--- src/rtl/rstpin_pkg.sv ---
package rstpin_pkg;

  typedef enum logic [1:0] {
    ST_IDLE  = 2'd0,
    ST_DRIVE = 2'd1,
    ST_WAIT  = 2'd2,
    ST_DONE  = 2'd3
  } seq_state_t;

  localparam int SRC_NONE     = 0;
  localparam int SRC_EXT      = 1;
  localparam int SRC_INT_BASE = 2;

endpackage

--- src/rtl/rstpin_sync.sv ---
module rstpin_sync #(
  parameter int STAGES = 2
) (
  input  logic clk,
  input  logic rst,
  input  logic d_i,
  output logic q_o
);

  logic [STAGES-1:0] chain;

  generate
    for (genvar i = 0; i < STAGES; i++) begin : g_stage
      if (i == 0) begin : g_first
        always_ff @(posedge clk) begin
          if (rst) chain[i] <= 1'b1;
          else     chain[i] <= d_i;
        end
      end else begin : g_next
        always_ff @(posedge clk) begin
          if (rst) chain[i] <= 1'b1;
          else     chain[i] <= chain[i-1];
        end
      end
    end
  endgenerate

  assign q_o = chain[STAGES-1];

endmodule

--- src/rtl/rstpin_reqlat.sv ---
module rstpin_reqlat #(
  parameter int NUM_REQ = 2,
  localparam int IDX_W  = (NUM_REQ > 1) ? $clog2(NUM_REQ) : 1
) (
  input  logic               clk,
  input  logic               rst,
  input  logic [NUM_REQ-1:0] req_i,
  input  logic               clr_i,
  output logic               any_o,
  output logic [IDX_W-1:0]   idx_o
);

  logic [NUM_REQ-1:0] pend;

  generate
    for (genvar i = 0; i < NUM_REQ; i++) begin : g_flag
      always_ff @(posedge clk) begin
        if (rst) pend[i] <= 1'b0;
        else     pend[i] <= req_i[i] | (pend[i] & ~clr_i);
      end
    end
  endgenerate

  always_comb begin
    idx_o = '0;
    for (int k = NUM_REQ - 1; k >= 0; k--) begin
      if (pend[k]) idx_o = IDX_W'(k);
    end
  end

  assign any_o = |pend;

endmodule

--- src/rtl/rstpin_ctrl.sv ---
module rstpin_ctrl
  import rstpin_pkg::*;
#(
  parameter int DRIVE_CYCLES = 4,
  parameter int WAIT_CYCLES  = 2,
  parameter int IDX_W        = 1,
  parameter int SRC_W        = 2,
  localparam int SAMPLE_EDGES = WAIT_CYCLES + 1,
  localparam int CNT_MAX      = (DRIVE_CYCLES > SAMPLE_EDGES) ? DRIVE_CYCLES : SAMPLE_EDGES,
  localparam int CNT_W        = $clog2(CNT_MAX + 1)
) (
  input  logic             clk,
  input  logic             rst,
  input  logic             pin_lo_i,
  input  logic             any_pend_i,
  input  logic [IDX_W-1:0] pend_idx_i,
  output logic             clr_o,
  output logic             drive_o,
  output logic             core_o,
  output logic [SRC_W-1:0] src_o
);

  seq_state_t       state;
  logic [CNT_W-1:0] cnt;
  logic             at_drive_end;
  logic             at_sample;
  logic [SRC_W-1:0] verdict;

  assign at_drive_end = (cnt == CNT_W'(DRIVE_CYCLES - 1));
  assign at_sample    = (state == ST_WAIT) && (cnt == CNT_W'(SAMPLE_EDGES - 1));
  assign clr_o        = at_sample;

  always_comb begin
    if (pin_lo_i || !any_pend_i) verdict = SRC_W'(SRC_EXT);
    else                         verdict = SRC_W'(SRC_INT_BASE) + SRC_W'(pend_idx_i);
  end

  always_ff @(posedge clk) begin
    if (rst) begin
      state   <= ST_IDLE;
      cnt     <= '0;
      drive_o <= 1'b0;
      core_o  <= 1'b0;
      src_o   <= SRC_W'(SRC_NONE);
    end else begin
      unique case (state)
        ST_IDLE: begin
          if (pin_lo_i || any_pend_i) begin
            state   <= ST_DRIVE;
            cnt     <= '0;
            drive_o <= 1'b1;
            core_o  <= 1'b1;
          end
        end
        ST_DRIVE: begin
          if (at_drive_end) begin
            state   <= ST_WAIT;
            cnt     <= '0;
            drive_o <= 1'b0;
          end else begin
            cnt <= cnt + 1'b1;
          end
        end
        ST_WAIT: begin
          if (at_sample) begin
            state <= ST_DONE;
            cnt   <= '0;
            src_o <= verdict;
          end else begin
            cnt <= cnt + 1'b1;
          end
        end
        ST_DONE: begin
          state  <= ST_IDLE;
          core_o <= 1'b0;
        end
        default: state <= ST_IDLE;
      endcase
    end
  end

endmodule

--- src/rtl/rstpin_seq.sv ---
module rstpin_seq #(
  parameter int NUM_REQ      = 2,
  parameter int SYNC_STAGES  = 2,
  parameter int DRIVE_CYCLES = 4,
  parameter int WAIT_CYCLES  = 2,
  localparam int IDX_W       = (NUM_REQ > 1) ? $clog2(NUM_REQ) : 1,
  localparam int SRC_W       = $clog2(NUM_REQ + 2)
) (
  input  logic               clk,
  input  logic               rst,
  input  logic               rst_pin_i,
  input  logic [NUM_REQ-1:0] req_i,
  output logic               drive_low_o,
  output logic               core_rst_o,
  output logic [SRC_W-1:0]   src_o
);

  logic             pin_s;
  logic             any_pend;
  logic [IDX_W-1:0] pend_idx;
  logic             clr;

  rstpin_sync #(.STAGES(SYNC_STAGES)) u_sync (
    .clk (clk),
    .rst (rst),
    .d_i (rst_pin_i),
    .q_o (pin_s)
  );

  rstpin_reqlat #(.NUM_REQ(NUM_REQ)) u_req (
    .clk   (clk),
    .rst   (rst),
    .req_i (req_i),
    .clr_i (clr),
    .any_o (any_pend),
    .idx_o (pend_idx)
  );

  rstpin_ctrl #(
    .DRIVE_CYCLES (DRIVE_CYCLES),
    .WAIT_CYCLES  (WAIT_CYCLES),
    .IDX_W        (IDX_W),
    .SRC_W        (SRC_W)
  ) u_ctrl (
    .clk        (clk),
    .rst        (rst),
    .pin_lo_i   (~pin_s),
    .any_pend_i (any_pend),
    .pend_idx_i (pend_idx),
    .clr_o      (clr),
    .drive_o    (drive_low_o),
    .core_o     (core_rst_o),
    .src_o      (src_o)
  );

endmodule

--- config.mk ---
export PLATFORM = sky130hd
export DESIGN_NAME = rstpin_seq
export DESIGN_NICKNAME = d
export VERILOG_FILES = /design/src/rtl/rstpin_pkg.sv /design/src/rtl/rstpin_sync.sv /design/src/rtl/rstpin_reqlat.sv /design/src/rtl/rstpin_ctrl.sv /design/src/rtl/rstpin_seq.sv
export SDC_FILE = /design/constraint.sdc
export NUM_CORES = 1
export LEC_CHECK = 0
export BUFFER_PORTS_ARGS = -buffer_cell sky130_fd_sc_hd__clkbuf_2
export CAP_MARGIN = 10
export CORE_MARGIN = 2
export CORE_UTILIZATION = 50
export CTS_CLUSTER_DIAMETER = 40
export CTS_CLUSTER_SIZE = 40
export DETAILED_ROUTE_END_ITERATION = 8
export GPL_ROUTABILITY_DRIVEN = 0
export PLACE_DENSITY_LB_ADDON = 0.2
export SYNTH_ARGS = -nofsm -noshare
export SYNTH_HDL_FRONTEND = slang
export SYNTH_SLANG_ARGS = --single-unit
--- constraint.sdc ---
create_clock -name clk -period 3.2 [get_ports clk]
set_input_delay 0.48 -clock clk [delete_from_list [all_inputs] [get_ports clk]]
set_output_delay 0.48 -clock clk [all_outputs]
set_load 0.005 [all_outputs]
# Word level (Yosys, flattened, before mapping)
# Cells that the tools add are included.
[word_totals]
output_inout_bits = 4
word_cells = 54
ff_bits = 13
in_bits = 5
[op_classes]
reduce_logical = 14
bitwise = 6
mux = 15
n_eq_ne = 8
add_sub_neg = 2
[ops]
columns = ["op", "n"]
rows = [
  ["3-bit two-way mux", 3],
  ["3-bit case mux with 3 select lines", 1],
  ["2-bit two-way mux", 4],
  ["2-bit case mux with 4 select lines", 1],
  ["3-bit by 2-bit equality test with 1-bit output, second input constant", 2],
  ["2-bit AND reduction", 3],
  ["3-bit AND reduction", 2],
  ["2-bit equality test, second input constant", 2],
  ["1-bit two-way mux", 4],
  ["2-bit by 1-bit != test with 1-bit output, second input constant", 2],
  ["1-bit case mux with 2 select lines", 2],
  ["2-bit nonzero test", 2],
  ["3-bit by 1-bit adder with 3-bit output, second input constant", 1],
  ["3-bit nonzero test", 1],
  ["2-bit by 1-bit adder with 2-bit output, first input constant", 1],
  ["1-bit AND", 2],
  ["2-bit by 1-bit equality test with 1-bit output, second input constant", 1],
  ["2-bit zero test", 1],
  ["1-bit logical OR", 2],
  ["2-bit != test, second input constant", 1],
  ["1-bit inverter", 2],
  ["1-bit bitwise OR", 2],
  ["2-bit OR reduction", 1],
  ["1-bit logical AND", 1],
  ["1-bit zero test", 1],
]

# Depth between registers and ports, before layout
# Gate-level depths: netlist of the first run.
[logic_depth]
ltp_word = 5
depth_mapped = 6
depth_no_buf = 6

# Modules after synthesis
# From an unflattened synthesis of the first run, not the netlist that was laid out.
[unflattened]
cells_unflattened = 81
hier_area_um2 = 716.9
[by_module_without_submodules]
columns = ["module", "seq_area_each_um2", "area_per_inst_um2", "cells_per_inst", "instances"]
rows = [
  ["rstpin_ctrl", 180.2, 578.1, 66, 1],
  ["rstpin_reqlat", 40.0, 82.6, 10, 1],
  ["rstpin_sync", 40.0, 52.6, 4, 1],
  ["rstpin_seq", 0.0, 3.8, 1, 1],
]

# Worst setup path after synthesis of the first run
# No wires, ideal clock.
[synth_path]
path_type = "reg-to-reg"
startpoint = "register u_ctrl.state[0]"
endpoint = "register u_ctrl.cnt[0]"
path_buffers = 0
synth_period_minus_slack_ns = 1.519
setup_ns = 0.143
path_stages_with_launch = 6
required_time_ns = 3.057
arrival_time_ns = 1.377
setup_slack_ns = 1.681
cell_sequence = "dfxtp_1 inv_1 ha_1 o21a_1 o311ai_0 o32ai_1"
[synth_via]
elab_chain_len = 4
elab_cells_between_ends = 9
cone_classes = "eq/ne (3); mux (2); reduce/logical (4)"
[synth_rtl]
columns = ["item", "line", "source"]
rows = [
  ["from (decl)", "rstpin_ctrl.sv:23", "seq_state_t state;"],
  ["from (signal assigned)", "rstpin_ctrl.sv:40", "state <= ST_IDLE;"],
  ["from (signal assigned)", "rstpin_ctrl.sv:49", "state <= ST_DRIVE;"],
  ["from (signal assigned)", "rstpin_ctrl.sv:57", "state <= ST_WAIT;"],
  ["2-bit equality test", "rstpin_ctrl.sv:30, rstpin_ctrl.sv:46", ""],
  ["1-bit logical AND", "rstpin_ctrl.sv:30", "assign at_sample = (state == ST_WAIT) && (cnt == CNT_W'(SAMPLE_EDGES - 1));"],
  ["3-bit two-way mux", "rstpin_ctrl.sv:65", "if (at_sample) begin"],
  ["3-bit case mux with 3 select lines", "rstpin_ctrl.sv:46", "unique case (state)"],
  ["to (signal assigned)", "rstpin_ctrl.sv:61", "cnt <= cnt + 1'b1;"],
  ["to (signal assigned)", "rstpin_ctrl.sv:70", "cnt <= cnt + 1'b1;"],
  ["to (decl)", "rstpin_ctrl.sv:24", "logic [CNT_W-1:0] cnt;"],
]
# Several ways; a longest one is shown, not always the timed one.
# A chain may end at the register's enable or synchronous reset.

# Worst setup path in the final report of the first run
[layout_path]
startpoint = "register u_ctrl.state[0]"
endpoint = "register u_ctrl.cnt[1]"
# The elaborated chain is that of the path after synthesis.

==> results of run 1 <==
==> final timing paths <==
check	from	slack (ns)	to	cells after the start
hold / removal	rst_pin_i	0.39	u_sync.chain[0]$_SDFF_PP1_	2
setup reg to reg	u_ctrl.state[0]$_SDFFE_PP0P_	1.54	u_ctrl.cnt[1]$_SDFFE_PP0P_	5
hold reg to reg	u_sync.chain[0]$_SDFF_PP1_	0.42	u_sync.q_o$_SDFF_PP1_	1
setup / recovery	u_ctrl.state[0]$_SDFFE_PP0P_	1.54	u_ctrl.cnt[1]$_SDFFE_PP0P_	5
==> layer usage <==
layer | track usage [%] | part of all wire, % | vias to the layer above
li1 | - | - | 290
met1 | 20.6 | 49 | 253
met2 | 25.9 | 45 | 15
met3 | 2.59 | 3.1 | 5
met4 | 7.50 | 2.1 | 0
met5 | 0 | 0 | -
==> sequential cells by signal (all words and copies together), names as in the netlist <==
name and count:
u_ctrl.cnt 3, u_ctrl.core_o 1, u_sync.chain 1, u_ctrl.drive_o 1
u_sync.q_o 1, u_ctrl.src_o 2, u_ctrl.state 2, u_req.pend 2
==> final cells by class <==
class / count / area [µm²] / area share (%)
flip-flops and latches: 13 / 260 / 32.2
clock buffers: 4 / 26.3 / 3.26
inverters: 8 / 30.0 / 3.72
multi-input cells: 52 / 432 / 53.5
well taps: 15 / 18.8 / 2.33
repair buffers: 8 / 40.0 / 4.96
==> power by group <==
part	internal, mW	leakage, nW	switching [mW]
combinational	0.106	0.221	0.121
sequential	0.190	0.107	0.0222
clock	0.0483	0.0150	0.0530
total	0.344	0.342	0.196
==> critical path, delay by kind of cell, from the launching register on <==
| kind | cells | cell delay (ns) |
|---|---|---|
| buffers and inverters | 1 | 0.09 |
| AOI/OAI and AO/OA | 3 | 0.80 |
| adders and majority gates | 1 | 0.26 |
| DFF | 1 | 0.38 |
==> logic make-up after synthesis <==
family          Yosys count  share of synthesized area (%)
flops                    13                           35.9
simple gates             24                           24.8
mux                       2                           2.76
compound gates           17                           16.4
fa+ha+maj                 9                           15.5
buf+inv                   9                           4.65
==> metrics by stage <==
stage / instance area, µm² / hold WS (ns) / setup slack [ns] / cells
final: 807 / 0.387 / 1.54 / 100
after global routing: 807 / 0.388 / 1.44 / 100
after CTS: 807 / 0.387 / 1.54 / 100
after detailed placement: 781 / 0.399 / 1.55 / 96
after global placement: 781 / 0.394 / 1.59 / 96
after floorplan: 726 / 0.389 / 1.68 / 74
==> synthesized netlist by cell type <==
library cell	n	area, µm²
a2111oi_0	1	8.76
a21oi_1	5	25.0
a311oi_1	1	8.76
a32oi_1	1	8.76
and3b_1	1	8.76
and4b_1	1	10.0
and4bb_4	1	16.3
clkbuf_1	1	3.75
dfxtp_1	13	260
ha_1	9	113
inv_1	8	30.0
mux2i_1	2	20.0
nand2_1	1	3.75
nand2b_1	4	25.0
nand3_1	1	5.00
nand3b_1	2	15.0
nand4bb_1	1	11.3
nor2_1	4	15.0
nor2b_1	3	18.8
nor4_4	1	21.3
o211ai_1	1	7.51
o21a_1	1	7.51
o21ai_0	2	10.0
o21bai_1	1	7.51
o311ai_0	1	8.76
o32ai_1	2	17.5
o41ai_1	1	8.76
or2_2	2	12.5
or3b_2	2	17.5
==> qor.csv, run 1 <==
stage,metric,value,unit
grt,gr usage total,16.0,%
setup_path,Crit. End Element,flip-flop,
synthesis,syn_nets,88,
setup_path,Slowest Stage Delay on Critical Path,0.40,ns
drt,Routed WL per cell,12.4,µm
power_and_ir_drop,Worst IR Drop VDD,0.406,mV
timing,unrepaired setup endpoints after global routing,no,
setup_path,crit path kind,flip-flop to flip-flop,
cts,CTS root buf,clkbuf_4,
drt,remaining antenna violation count,0,
cts,"Reg clk slew, reported paths",0.08,ns
placement,HPWL after DPL,972,µm
timing,Setup-failing EPs final,0,
finish,share of cells above drive strength 1,20.0,%
synthesis,Mapped Cells,74,
worst_hold_path,Hold Crit Class,primary input to flip-flop,
finish,"commonest non-fill, non-tap cell in the layout",dfxtp_1,
floorplan,Rows,13,
timing,fmax,0.601,GHz
synthesis,"Distinct cells, synth",29,
placement,I/O Buffers,8,
timing,Final Hold Fails,0,
power_and_ir_drop,power per cell area,670,nW/µm²
grt,initial antenna violation count,0,
timing,slew margin rel.,71.0,%
setup_path,crit path max fanout,6,
floorplan,die width,42.1,µm
drt,drt drc,0,
timing,Setup Total Neg Slack,0,ns
drt,via count,563,
synthesis,yosys warns,0,
finish,fin util,60.5,%
synthesis,"Seq/Total Area, Yosys",35.9,%
grt,first-pass GRT wire length,2210,µm
grt,GR Overflow Total,0,
setup_path,worst-path cell with the longest stage delay,o311ai_0,
timing,Clock Skews,0.00242,ns
setup_path,Setup crit start kind,flip-flop,
cts,cts bufs inserted,3,
drt,vias per cell,5.63,
synthesis,Avg Inst Size Synth,9.81,µm²
setup_path,CP Data Arrival Time,1.81,ns
setup_path,CP Data Required Time,3.34,ns
setup_path,worst-path cell chain,"inv_1, ha_1, o21a_1, o311ai_0, o32ai_1",
finish,fill cell count,113,
cts,Resize count post-CTS,0,
grt,largest net degree at the start of global routing,18,
cts,worst-skew pair later-pin latency,0.27,ns
timing,final worst-path cycle share,52.0,%
cts,clock sinks,13,
power_and_ir_drop,P_leak,0.342,nW
cts,cts hold-fix bufs,0,
grt,vias in the first global route,502,
drt,Pre-Repair DR Iteration Count,4,
cts,htree depth,1,
cts,clk buf depth,2,
finish,Diodes inserted,0,
drt,DRT iter0 DRCs,16,
flow_run,maxcap violations,0,
floorplan,Boundary Pins,9,
cts,TritonCTS clock tree,yes,
floorplan,die area,1770,µm²
timing,Worst-Margin Slew,0.430,ns
cts,setup bufs post-CTS,0,
finish,most frequent cells in the layout,"dfxtp_1 (13), ha_1 (9), inv_1 (8), clkbuf_2 (8), a21oi_1 (5)",
finish,P&R area growth vs syn,11.2,%
drt,total wire length,1240,µm
timing,min cycle time layout,1.66,ns
status,status,"finished, final reports clean",
floorplan,Initial Utilization,54.4,%
finish,fin nets,100,
synthesis,synthesized area,726,µm²
floorplan,die height,42.1,µm
power_and_ir_drop,Power Total,0.541,mW
timing,final slew viol count,0,
floorplan,core area,1330,µm²
synthesis,"FF+latch count, synth",13,
(Power assumes the default switching activity.)
==> run 2, diff against run 1 <==
- ABC_AREA: default -> 1
- CORE_UTILIZATION: 50 -> 48
- clock period: 3.2 -> 1.5 ns (I/O delays scaled with it)
==> run 2 against run 1 <==
Net effect:
- clock skew about the same
- synthesized cell count up 28%
- largest cell class unchanged
- highest routed layer unchanged
- power up 120%
- via count up 3.0%
- sequential share of layout area up 0.93 points
- hold slack worse by 0.26 ns
==> qor.csv, run 2 <==
stage,metric,value,unit,change
grt,vias in the first global route,514,,was 502
synthesis,asr flop ratio synth,0,%,unchanged
setup_path,Worst R2R Setup Slack,0.14,ns,was 1.54 ns
power_and_ir_drop,Worst IR Drop VDD,0.772,mV,was 0.406 mV
timing,unrepaired setup endpoints after global routing,no,,unchanged
setup_path,R2R Path Start,u_ctrl.state[1]$_SDFFE_PP0P_,,was u_ctrl.state[0]$_SDFFE_PP0P_
synthesis,"top cells by area, synth","dfxtp_1 (37%), ha_1 (16%), nand2_1 (9.1%), nor2_1 (8.0%), inv_1 (7.5%)",,"was dfxtp_1 (36%), ha_1 (16%), inv_1 (4.1%), a21oi_1 (3.4%), nand2b_1 (3.4%)"
synthesis,synthesized area,702,µm²,was 726 µm²
cts,cts hold-fix bufs,0,,unchanged
finish,Diodes inserted,0,,unchanged
drt,Pre-Repair DR Iteration Count,4,,unchanged
setup_path,CP Data Required Time,1.71,ns,was 3.34 ns
setup_path,CP Data Arrival Time,1.57,ns,was 1.81 ns
cts,worst-skew pair later-pin latency,0.28,ns,was 0.27 ns
setup_path,crit path max fanout,4,,was 6
placement,Setup WS pre-CTS,0.181,ns,was 1.55 ns
worst_hold_path,worst hold endpoint,u_sync.chain[0]$_SDFF_PP1_,,unchanged
grt,GR Overflow Total,0,,unchanged
floorplan,core area,1330,µm²,unchanged
synthesis,yosys warns,0,,unchanged
floorplan,Boundary Pins,9,,unchanged
power_and_ir_drop,P_leak,0.395,nW,was 0.342 nW
synthesis,synth cell count leaders,"nand2_1 (17), nor2_1 (15), inv_1 (14)",,"was dfxtp_1 (13), ha_1 (9), inv_1 (8)"
cts,"Reg clk slew, reported paths",0.08,ns,about the same
timing,Setup-failing EPs final,0,,unchanged
cts,clock sinks,13,,unchanged
timing,min cycle time layout,1.36,ns,was 1.66 ns
synthesis,"EDFF count, synth",0,,unchanged
grt,largest net degree at the start of global routing,11,,was 18
cts,htree depth,1,,unchanged
timing,setup ws final,0.136,ns,was 1.54 ns
cts,Resize count post-CTS,0,,unchanged
synthesis,Avg Inst Size Synth,7.39,µm²,was 9.81 µm²
timing,Worst-Margin Slew,0.208,ns,was 0.430 ns
placement,HPWL after DPL,975,µm,was 972 µm
floorplan,die area,1780,µm²,was 1770 µm²
synthesis,"Seq/Total Area, Yosys",37.1,%,was 35.9%
grt,initial antenna violation count,0,,unchanged
drt,DRT iter0 DRCs,9,,was 16
cts,setup bufs post-CTS,0,,unchanged
timing,Setup Total Neg Slack,0,ns,unchanged
synthesis,Mapped Cells,95,,was 74
setup_path,Crit. End Element,flip-flop,,unchanged
synthesis,"FF+latch count, synth",13,,unchanged
synthesis,"Distinct cells, synth",16,,was 29
synthesis,syn_nets,109,,was 88
floorplan,die height,42.2,µm,was 42.1 µm
cts,TritonCTS clock tree,yes,,unchanged
cts,clk buf depth,2,,unchanged
setup_path,crit path kind,flip-flop to flip-flop,,unchanged
worst_hold_path,Hold Crit Class,primary input to flip-flop,,unchanged
setup_path,Setup crit start kind,flip-flop,,unchanged
cts,CTS root buf,clkbuf_4,,unchanged
finish,fin nets,121,,was 100
grt,first-pass GRT wire length,2110,µm,was 2210 µm
synthesis,ys flop type,dfxtp_1,,unchanged
timing,Hold WS,0.129,ns,was 0.387 ns
finish,most frequent cells in the layout,"nand2_1 (17), nor2_1 (15), inv_1 (14), dfxtp_1 (13), ha_1 (9)",,"was dfxtp_1 (13), ha_1 (9), inv_1 (8), clkbuf_2 (8), a21oi_1 (5)"
floorplan,Rows,13,,unchanged
flow_run,maxcap violations,0,,unchanged
drt,drt drc,0,,unchanged
timing,final worst-path cycle share,91.0,%,was 52.0%
grt,gr usage total,16.0,%,about the same
cts,cts bufs inserted,3,,unchanged
drt,total wire length,1300,µm,was 1240 µm
floorplan,Initial Utilization,52.6,%,was 54.4%
finish,max reg flops,3,,unchanged
drt,via count,580,,was 563
power_and_ir_drop,power per cell area,1540,nW/µm²,was 670 nW/µm²
finish,"commonest non-fill, non-tap cell in the layout",nand2_1,,was dfxtp_1
finish,fin cells,121,,was 100
synthesis,Synth area leader,dfxtp_1,,unchanged
setup_path,Worst R2R Path Depth,9,,was 5
worst_hold_path,Min-Delay Startpoint,rst_pin_i,,unchanged
timing,final slew viol count,0,,unchanged
finish,share of cells above drive strength 1,18.9,%,was 20.0%
drt,Routed WL per cell,10.8,µm,was 12.4 µm
placement,# placed instances,117,,was 96
setup_path,R2R Path End,u_ctrl.state[0]$_SDFFE_PP0P_,,was u_ctrl.cnt[1]$_SDFFE_PP0P_
timing,slew margin rel.,86.1,%,was 71.0%
synthesis,Synth top area share,37.1,%,was 35.9%
status,status,"finished, final reports clean",,unchanged
timing,Final Hold Fails,0,,unchanged
floorplan,die width,42.2,µm,was 42.1 µm
drt,remaining antenna violation count,0,,unchanged
worst_hold_path,worst hold stages,2,,unchanged
synthesis,most frequent cell after synthesis,nand2_1,,was dfxtp_1
drt,vias per cell,4.79,,was 5.63
finish,Top reg by flops,u_ctrl.cnt,,unchanged
timing,Clock Skews,0.00285,ns,was 0.00242 ns
placement,I/O Buffers,8,,unchanged
timing,fmax,0.733,GHz,was 0.601 GHz
finish,P&R area growth vs syn,11.8,%,was 11.2%
==> run 2: cell count changes in the layout (fill, tap and decap cells not counted), moves of 3 or more <==
cell	previous run	this run
nand2b_1	4	0
inv_2	0	3
a21oi_1	5	8
nand2_1	1	17
nor2b_1	3	0
nor2_1	4	15
nand3_1	1	5
inv_1	8	14
==> run 2: kinds of logic (layout without fill, tap and decap cells) <==
logic type	Yosys count	count (layout)	share of synthesized area (%)
adder cells (fa/ha/maj)	9	9	16.0
AND/OR/NAND/NOR	43	43	28.3
flip-flops	13	13	37.1
AO/OA/AOI/OAI	12	12	8.91
buffers and inverters	18	29	9.62
==> run 2: how the worst max path moves through the flow <==
stage                            startpoint                      endpoint  slack, ns  cells after the start
3_5_place_dp   u_ctrl.state[1]$_SDFFE_PP0P_  u_ctrl.state[0]$_SDFFE_PP0P_       0.18                      9
3_3_place_gp     u_ctrl.cnt[1]$_SDFFE_PP0P_    u_ctrl.cnt[2]$_SDFFE_PP0P_       0.20                     10
6_report       u_ctrl.state[1]$_SDFFE_PP0P_  u_ctrl.state[0]$_SDFFE_PP0P_       0.14                      9
5_1_grt        u_ctrl.state[1]$_SDFFE_PP0P_  u_ctrl.state[0]$_SDFFE_PP0P_       0.05                      9
4_1_cts        u_ctrl.state[1]$_SDFFE_PP0P_  u_ctrl.state[0]$_SDFFE_PP0P_       0.16                      9
2_1_floorplan    u_ctrl.cnt[1]$_SDFFE_PP0P_    u_ctrl.cnt[2]$_SDFFE_PP0P_       0.28                     10
==> run 2: layer usage <==
| layer | up-vias | part of all wire, % | global-route usage [%] |
|---|---|---|---|
| met5 | - | 0 | 0 |
| met2 | 15 | 46 | 25.8 |
| met3 | 2 | 5.6 | 6.47 |
| li1 | 315 | - | - |
| met4 | 0 | 0.92 | 6.88 |
| met1 | 248 | 47 | 18.5 |
==> run 2: through the flow <==
| step | total power [mW] | util [%] | instance area, µm² |
|---|---|---|---|
| after floorplan | 0.869 | - | 702 |
| after global placement | 0.981 | 56.8 | 757 |
| after detailed placement | 0.998 | 56.8 | 757 |
| after CTS | 1.22 | 58.8 | 785 |
| after global routing | 1.33 | 58.8 | 785 |
| final | 1.21 | 58.8 | 785 |
==> run 2: worst max-delay path, cell delays in order (launching register included) <==
cell	delay (ns)
dfxtp_1	0.38
inv_1	0.11
ha_1	0.23
nand2_1	0.11
nand2_1	0.11
inv_2	0.08
nand2_1	0.06
nand2_1	0.06
inv_1	0.03
nor2_1	0.13
==> run 2: power by group <==
part	internal, mW	switching, mW
Clock	0.0989	0.117
Sequential	0.412	0.0547
Combinational	0.199	0.328
==> run 2: area by class of cell <==
cell class | instances | area (µm²)
well taps | 15 | 18.8
fillers | 128 | 549
flip-flops and latches | 13 | 260
clock buffers | 3 | 22.5
inverters | 17 | 63.8
multi-input cells | 64 | 374
clock inverters | 1 | 5.00
repair buffers | 8 | 40.0
